[config.mk]
export PLATFORM = sky130hd
export DESIGN_NAME = tmr_vote_reg
export DESIGN_NICKNAME = d
export VERILOG_FILES = /design/src/rtl/tmr_vote_pkg.sv /design/src/rtl/tmr_voter.sv /design/src/rtl/tmr_lane_reg.sv /design/src/rtl/tmr_dissent.sv /design/src/rtl/tmr_vote_reg.sv
export SDC_FILE = /design/constraint.sdc
export NUM_CORES = 1
export LEC_CHECK = 0
export CORE_MARGIN = 5
export CORE_UTILIZATION = 46
export CTS_BUF_LIST = sky130_fd_sc_hd__clkbuf_4 sky130_fd_sc_hd__clkbuf_8 sky130_fd_sc_hd__clkbuf_16
export CTS_CLUSTER_SIZE = 10
export DETAILED_ROUTE_END_ITERATION = 6
export PLACE_DENSITY = 0.81
export SLEW_MARGIN = 40
export SYNTH_ARGS = -nofsm -noshare
export SYNTH_HDL_FRONTEND = slang
export SYNTH_SLANG_ARGS = --single-unit
[constraint.sdc]
create_clock -name clk_i -period 2.6 [get_ports clk_i]
set_input_delay 0.52 -clock clk_i [delete_from_list [all_inputs] [get_ports clk_i]]
set_output_delay 0.52 -clock clk_i [all_outputs]
set_load 0.02 [all_outputs]
[src/rtl/tmr_vote_pkg.sv]
package tmr_vote_pkg;
  localparam int unsigned LANES = 3;
  typedef enum logic [1:0] {LANE_A = 2'd0, LANE_B = 2'd1, LANE_C = 2'd2} lane_e;
endpackage

[src/rtl/tmr_voter.sv]
module tmr_voter #(
  parameter int unsigned W = 32
) (
  input  logic [W-1:0] a_i,
  input  logic [W-1:0] b_i,
  input  logic [W-1:0] c_i,
  output logic [W-1:0] y_o
);
  function automatic logic [W-1:0] vote2of3(input logic [W-1:0] a,
                                            input logic [W-1:0] b,
                                            input logic [W-1:0] c);
    return (a & b) | (b & c) | (a & c);
  endfunction

  assign y_o = vote2of3(a_i, b_i, c_i);
endmodule

[src/rtl/tmr_lane_reg.sv]
module tmr_lane_reg #(
  parameter int unsigned W = 32
) (
  input  logic         clk_i,
  input  logic         rst_i,
  input  logic         en_i,
  input  logic [W-1:0] d_i,
  output logic [W-1:0] q_o
);
  always_ff @(posedge clk_i) begin
    if (rst_i)     q_o <= '0;
    else if (en_i) q_o <= d_i;
  end
endmodule

[src/rtl/tmr_dissent.sv]
module tmr_dissent #(
  parameter int unsigned W = 32
) (
  input  logic [W-1:0] qa_i,
  input  logic [W-1:0] qb_i,
  input  logic [W-1:0] qc_i,
  output logic [W-1:0] mism_o,
  output logic [2:0]   err_o
);
  logic [W-1:0] ref_w;

  tmr_voter #(.W(W)) u_ref (.a_i(qa_i), .b_i(qb_i), .c_i(qc_i), .y_o(ref_w));

  function automatic logic [W-1:0] not_all_equal(input logic [W-1:0] a,
                                                 input logic [W-1:0] b,
                                                 input logic [W-1:0] c);
    return (a ^ b) | (b ^ c);
  endfunction

  assign mism_o   = not_all_equal(qa_i, qb_i, qc_i);
  assign err_o[0] = |(qa_i ^ ref_w);
  assign err_o[1] = |(qb_i ^ ref_w);
  assign err_o[2] = |(qc_i ^ ref_w);
endmodule

[src/rtl/tmr_vote_reg.sv]
module tmr_vote_reg
  import tmr_vote_pkg::*;
#(
  parameter int unsigned W            = 32,
  parameter bit          UPSTREAM_TMR = 1'b1
) (
  input  logic         clk_i,
  input  logic         rst_i,
  input  logic         en_i,
  input  logic [W-1:0] din_a_i,
  input  logic [W-1:0] din_b_i,
  input  logic [W-1:0] din_c_i,
  output logic [W-1:0] dout_a_o,
  output logic [W-1:0] dout_b_o,
  output logic [W-1:0] dout_c_o,
  output logic [W-1:0] mism_o,
  output logic [2:0]   err_o
);
  logic [W-1:0] din_l  [LANES];
  logic [W-1:0] d_l    [LANES];
  logic [W-1:0] q_l    [LANES];
  logic [W-1:0] vote_l [LANES];

  assign din_l[LANE_A] = din_a_i;
  assign din_l[LANE_B] = din_b_i;
  assign din_l[LANE_C] = din_c_i;

  for (genvar k = 0; k < LANES; k++) begin : g_lane
    if (UPSTREAM_TMR) begin : g_own
      assign d_l[k] = din_l[k];
    end else begin : g_pre
      tmr_voter #(.W(W)) u_in_vote (
        .a_i(din_l[0]), .b_i(din_l[1]), .c_i(din_l[2]), .y_o(d_l[k])
      );
    end

    tmr_lane_reg #(.W(W)) u_copy (
      .clk_i(clk_i), .rst_i(rst_i), .en_i(en_i), .d_i(d_l[k]), .q_o(q_l[k])
    );

    tmr_voter #(.W(W)) u_out_vote (
      .a_i(q_l[0]), .b_i(q_l[1]), .c_i(q_l[2]), .y_o(vote_l[k])
    );
  end

  tmr_dissent #(.W(W)) u_dissent (
    .qa_i(q_l[0]), .qb_i(q_l[1]), .qc_i(q_l[2]), .mism_o(mism_o), .err_o(err_o)
  );

  assign dout_a_o = vote_l[LANE_A];
  assign dout_b_o = vote_l[LANE_B];
  assign dout_c_o = vote_l[LANE_C];
endmodule

==> results.sh, run 1 <==
export IMPL_outcome="finished, violations left"
export IMPL_violations="negative setup slack"
export IMPL_r2r_start="g_lane[0].u_copy.q_o[10]"
export IMPL_synth_ff_type="dfxtp_1"
export IMPL_reg2regPathDepth=4
export IMPL_critPathKind="reg -> out"
export IMPL_die_height_um=129
export IMPL_reg_top3="g_lane.u_copy.q_o x96"
export IMPL_wl_per_cell_um=20.0
export IMPL_timing_slew_headroom_pct=66.4
export IMPL_firstDrtPassIters=5
export IMPL_setup_viol=10
export IMPL_netlist_cell_type_count=39
export IMPL_syn_nets=901
export IMPL_synth_area_leaders="dfxtp_1 29%, mux2i_1 15%, ha_1 12%, nor2_1 7.6%, buf_4 7.3%"
export IMPL_rsz0062_at_grt="true"
export IMPL_fin_skew_ps=0
export IMPL_vias=7099
export IMPL_worstHoldPathType="in -> reg"
export IMPL_final_nets=1241
export IMPL_postRouteAntennaNets=0
export IMPL_place_inst=1237
export IMPL_required_ps=2080
export IMPL_fin_crit_ps=2940
export IMPL_leakage_nw=5.31
export IMPL_fin_cells=1263
export IMPL_seq_area_frac_synth_pct=29.3
export IMPL_antenna_cells=0
export IMPL_drive_gt1_share_pct=35.7
export IMPL_grt_pass1_wl_um=35800
export IMPL_cts_tree="yes"
export IMPL_grt_ovfl_total=0
export IMPL_fin_hold_ws_ps=507
export IMPL_cp_arrival_ps=2420
export IMPL_endpoint_kind="output port"
export IMPL_crit_family="simple AND/OR/NAND/NOR gates"
export IMPL_yosysTopAreaCellShare_pct=29.3
export IMPL_powerDensity_nw_per_um2=443
export IMPL_path_clk_slew_ps=70
export IMPL_synthArstFlopShare_pct=0
export IMPL_track_usage_pct=27.4
export IMPL_drc=0
export IMPL_synth_seq_cells=96
export IMPL_cts_buffer_depth=2
export IMPL_ctsHoldBuffers=0
export IMPL_hold_viol=0
export IMPL_area_growth_pct=66.6
export IMPL_vdd_drop_max_v=0.000473
export IMPL_critical_path_buf_inv_count=2
export IMPL_fmax_mhz=340
export IMPL_holdCritStartpoint="rst_i"
export IMPL_clockRootBuffer="clkbuf_16"
export IMPL_hold_depth=2
export IMPL_critical_path_max_stage_delay_ps=570
export IMPL_place_congestion=0.896
export IMPL_grt_pass1_vias=6910
export IMPL_core_area_um2=13900
export IMPL_r2r_slack_ps=1660
export IMPL_cts_sinks=96
export IMPL_clkLatencyLatePin_ps=350
export IMPL_fin_crit_sh_pct=113
export IMPL_antenna_found_initial=1
export IMPL_cts_inserted_buffers=9
export IMPL_largest_reg_flops=96
export IMPL_die_area_um2=16700
export IMPL_cp_start_kind="flip-flop"
export IMPL_post_dp_hpwl_um=17600
export IMPL_post_synth_top_area_cell="dfxtp_1"
export IMPL_critical_path_depth=8
export IMPL_synth_edff_count=0
export IMPL_postSynthCellCount=738
export IMPL_netlist_area_um2=6560
export IMPL_htreeDepth=3
export IMPL_syn_area_per_cell_um2=8.88
export IMPL_fp_row_count=43
export IMPL_maxSlewViolCount=0
export IMPL_routed_wl_um=25200
export IMPL_initial_core_util_pct=47.1
export IMPL_drv_cap=0
export IMPL_io_pins=230
export IMPL_slowest_stage="or4_4"
export IMPL_first_iter_violations=518
export IMPL_numPortBuffers=229
export IMPL_cp_max_fo=2
export IMPL_via_per_inst=5.62
export IMPL_fin_util_pct=78.4
export IMPL_setup_slack_ps=-342
export IMPL_tightestPinTransition_ps=498
export IMPL_synth_warning_count=0
export IMPL_crit_path_start="g_lane[2].u_copy.q_o[5]"
export IMPL_largest_register="g_lane.u_copy.q_o"
export IMPL_die_width_um=129
export IMPL_grt_max_degree=52
export IMPL_crit_chain="ha_2, nor2_2, o21ai_2, nor4_2, buf_4, nand4_1, or4_4, buf_6"
-- worst paths after layout --
check,end
setup / recovery,err_o[0]
setup reg to reg,g_lane[0].u_copy.q_o[10]
hold / removal,g_lane[0].u_copy.q_o[6]
hold reg to reg,g_lane[0].u_copy.q_o[9]
-- per-stage QoR --
step                      total power [W]  setup TNS [ps]  area (um^2)  setup WS [ps]
after floorplan                   0.00248               0         6560            171
after global placement            0.00327           -1100         9850           -441
after detailed placement          0.00330           -1150         9850           -467
after CTS                         0.00476            -725        10600           -261
after global routing              0.00503           -1720        10900           -384
final                             0.00484           -1060        10900           -342
-- repair_timing --
item,4_1_cts,5_1_grt
buffers inserted,6,4
endpoints found under the setup margin,24,48
gates resized for setup,128,85
pin swaps,22,25
-- synth_stat cells (2+ instances only) --
| library cell | instances |
|---|---|
| a211o_1 | 5 |
| a211oi_1 | 19 |
| a22o_1 | 3 |
| buf_1 | 3 |
| buf_2 | 10 |
| buf_4 | 64 |
| clkbuf_1 | 9 |
| dfxtp_1 | 96 |
| ha_1 | 64 |
| inv_1 | 21 |
| mux2i_1 | 96 |
| nand2_1 | 19 |
| nand3_1 | 2 |
| nand3b_1 | 16 |
| nand4_1 | 9 |
| nor2_1 | 133 |
| nor3_1 | 2 |
| nor4_1 | 15 |
| nor4b_1 | 6 |
| o2111ai_1 | 5 |
| o21ai_0 | 27 |
| o22ai_1 | 12 |
| or2_2 | 32 |
| or4_1 | 2 |
| or4b_2 | 25 |
| xnor2_1 | 6 |
| xor2_1 | 25 |
-- layer usage --
metal,vias up,global-route usage [%],part of all wire (%)
li1,3256,-,-
met1,3396,32.6,37
met2,373,48.4,50
met3,72,6.97,8.8
met4,2,8.77,3.9
met5,-,0,0.032
-- layout make-up --
type                            count  area [um^2]
Clock inverter                      4         53.8
Multi-Input combinational cell    535         4550
Inverter                           21         78.8
Clock buffer                       12          254
Timing Repair Buffer              415         3770
Sequential cell                    96         1990
Tap cell                          180          225
Fill cell                         817         3010
-- cell families (layout without fill, tap and decap cells) --
logic type	after synthesis	in the layout	synth area share, %
simple gates	264	264	21.5
buf+inv	107	452	9.98
mux	96	96	14.7
flops	96	96	29.3
compound gates	80	80	8.19
fa+ha+maj	64	64	12.2
xor+xnor	31	31	4.14
-- cells in the final DEF (no fill, tap or decap), drive strengths merged, types with 2 or more instances in the layout --
cell,count
clkbuf,12
clkdlybuf4s50,209
or4b,25
nand2,19
clkinvlp,2
xnor2,6
nor2,134
nor4,15
o21ai,28
nand4,9
nor4b,6
a22o,3
ha,64
a211oi,19
dlymetal6s2s,15
nand3b,17
o2111ai,5
o22ai,12
xor2,25
a211o,5
or2,32
or4,2
nor3,2
mux2i,96
buf,191
inv,21
dfxtp,96
nand3,2
-- power by group --
group	leakage, nW	switching (W)	internal [W]
Sequential	0.807	0.0000839	0.00156
Clock	0.146	0.000605	0.000796
Combinational	4.35	0.000854	0.000945
Total	5.31	0.00154	0.00330
Power figures use the tool's default switching activity.
==> run 2, diff against run 1 <==
Settings changed: SETUP_SLACK_MARGIN set to 0.5.
Clock period 2.6 ns to 3.3 ns, I/O delays scaled along.
==> run 2 against run 1 <==
- the flow now finishes without violations
- clock skew stayed put
- critical path depth is 1 lower
- via count is 10% lower
- sequential share of layout area is 2.1 points higher
- critical endpoint unchanged
- first-iteration DRC count is 7.5% lower
- core utilization is 5.7 points lower
- worst hold slack better by 22 ps
- routed wire length is 9.8% lower
- largest power group is now sequential cells
- critical path type unchanged
- clock-buffer cell count is 1 higher
==> results.sh, run 2 (synthesized netlist as in run 1, its figures left out) <==
export IMPL_die_area_um2=16700
export IMPL_combPwrFrac_pct=33.7
export IMPL_via_per_inst=5.65
export IMPL_intPower_w=0.00253
export IMPL_initial_core_util_pct=47.1
export IMPL_outcome="complete, no violations"
export IMPL_grt_pass1_vias=6212
export IMPL_nFillCells=949
export IMPL_cts_sinks=96
export IMPL_layout_commonest_cell="clkdlybuf4s50_1"
export IMPL_die_width_um=129
export IMPL_postRouteAntennaNets=0
export IMPL_core_area_um2=13900
export IMPL_multi_input_area_um2=4750
export IMPL_place_congestion=0.883
export IMPL_drc=0
export IMPL_r2r_start="g_lane[0].u_copy.q_o[21]"
export IMPL_cts_inserted_buffers=9
export IMPL_dp_slack_ps=70.9
export IMPL_powerDensity_nw_per_um2=366
export IMPL_drv_cap=0
export IMPL_track_usage_pct=25.2
export IMPL_reg_top3="g_lane.u_copy.q_o x96"
export IMPL_required_ps=2640
export IMPL_htreeDepth=3
export IMPL_layout_common_cells="224 x clkdlybuf4s50_1, 111 x nor2_1, 96 x mux2i_1"
export IMPL_setup_viol=0
export IMPL_rsz0062_at_grt="true"
export IMPL_leakage_nw=4.40
export IMPL_fin_crit_sh_pct=91.9
export IMPL_largest_register="g_lane.u_copy.q_o"
export IMPL_path_clk_slew_ps=60
export IMPL_wl_per_cell_um=20.1
export IMPL_fin_skew_ps=0
export IMPL_maxSlewViolCount=0
export IMPL_routed_wl_um=22700
export IMPL_tightestPinTransition_ps=699
export IMPL_fin_crit_ps=3030
export IMPL_power_frac_clock_pct=30.2
export IMPL_io_pins=230
export IMPL_critPathKind="reg -> out"
export IMPL_power_switching_w=0.00118
export IMPL_p_seq_share_pct=36.1
export IMPL_vias=6390
export IMPL_vdd_drop_max_v=0.000300
export IMPL_crit_path_start="g_lane[1].u_copy.q_o[26]"
export IMPL_cp_arrival_ps=2370
export IMPL_cp_start_kind="flip-flop"
export IMPL_tns_ps=0
export IMPL_ctsHoldBuffers=0
export IMPL_post_dp_hpwl_um=16200
export IMPL_setup_slack_ps=266
export IMPL_cp_max_fo=4
export IMPL_largest_reg_flops=96
export IMPL_timing_slew_headroom_pct=53.4
export IMPL_fmax_mhz=330
export IMPL_fin_util_pct=72.7
export IMPL_clkLatencyLatePin_ps=350
export IMPL_cts_buffer_depth=2
export IMPL_grt_ovfl_total=0
export IMPL_grt_pass1_wl_um=32800
export IMPL_first_iter_violations=479
export IMPL_worstHoldPathType="reg -> reg"
export IMPL_firstDrtPassIters=5
export IMPL_holdCritStartpoint="g_lane[1].u_copy.q_o[24]"
export IMPL_p_sw_share_pct=31.7
export IMPL_ff_latch_area_um2=2050
export IMPL_placed_cell_area_um2=8760
export IMPL_final_area_um2=10100
export IMPL_drive_gt1_share_pct=32.8
export IMPL_clockRootBuffer="clkbuf_16"
export IMPL_grt_max_degree=64
export IMPL_antenna_found_initial=1
export IMPL_final_nets=1108
export IMPL_area_growth_pct=54.5
export IMPL_power_w=0.00371
export IMPL_endpoint_kind="output port"
export IMPL_cts_tree="yes"
export IMPL_die_height_um=129
export IMPL_numPortBuffers=229
export IMPL_hold_viol=0
export IMPL_fp_row_count=43
==> run 2: cell count changes in the layout (fill, tap and decap cells not counted), sizes merged <==
cell,before,now
buf,191,58
clkinvlp,2,1
clkdlybuf4s50,209,224
clkbuf,12,13
clkinv,1,0
dlymetal6s2s,15,0
diode,0,2
==> run 2: what timing repair did <==
| action | in CTS | in global routing |
|---|---|---|
| resized for setup | 176 | 100 |
| pin swaps | 28 | 22 |
| endpoints found under the setup margin | 15 | 12 |
| buffers inserted | 16 | 4 |
==> run 2: cell type report <==
| class | count | area share (%) |
|---|---|---|
| antenna | 2 | 0.0494 |
| clock buffer | 13 | 2.70 |
| clock inverter | 2 | 0.370 |
| inverter | 21 | 0.778 |
| multi-input combinational | 535 | 46.9 |
| sequential | 96 | 20.3 |
| tap | 180 | 2.22 |
| timing repair buffer | 282 | 26.7 |
==> run 2: stage by stage <==
step / instances / hold WS (ps)
after CTS: 1125 / 533
final: 1131 / 528
after global placement: 1094 / 547
after detailed placement: 1094 / 556
after global routing: 1129 / 556
after floorplan: 738 / 522
==> run 2: layer usage <==
layer  up-vias  track usage, %  routed length (um)
li1       3011               -                   -
met1      3052            30.8                8960
met2       282            43.7               11200
met3        43            6.55                1930
met4         2            7.41                 589
met5         -               0                  13
==> run 2: power groups by stage <==
stage,registers [W],logic [W],clock network [W]
5_1_grt,0.00135,0.00133,0.00118
6_report,0.00134,0.00125,0.00112
4_1_cts,0.00132,0.00119,0.00112
3_3_place_gp,0.00133,0.00111,0
3_5_place_dp,0.00134,0.00112,0
2_1_floorplan,0.00132,0.000634,0
==> run 2: critical path: stages (launching register included) <==
cell	delay, ps
dfxtp_2	410
ha_4	190
or4b_2	120
o21ai_0	100
a311oi_1	350
nand4_1	150
or4_4	550
buf_6	150
==> run 2: path summary, 6_finish.rpt <==
| path | end | slack, ps | cells after the start |
|---|---|---|---|
| max reg2reg | g_lane[0].u_copy.q_o[21] | 2430 | 3 |
| min reg2reg | g_lane[1].u_copy.q_o[24] | 530 | 2 |
| min | g_lane[1].u_copy.q_o[24] | 530 | 2 |
| max | err_o[0] | 270 | 7 |
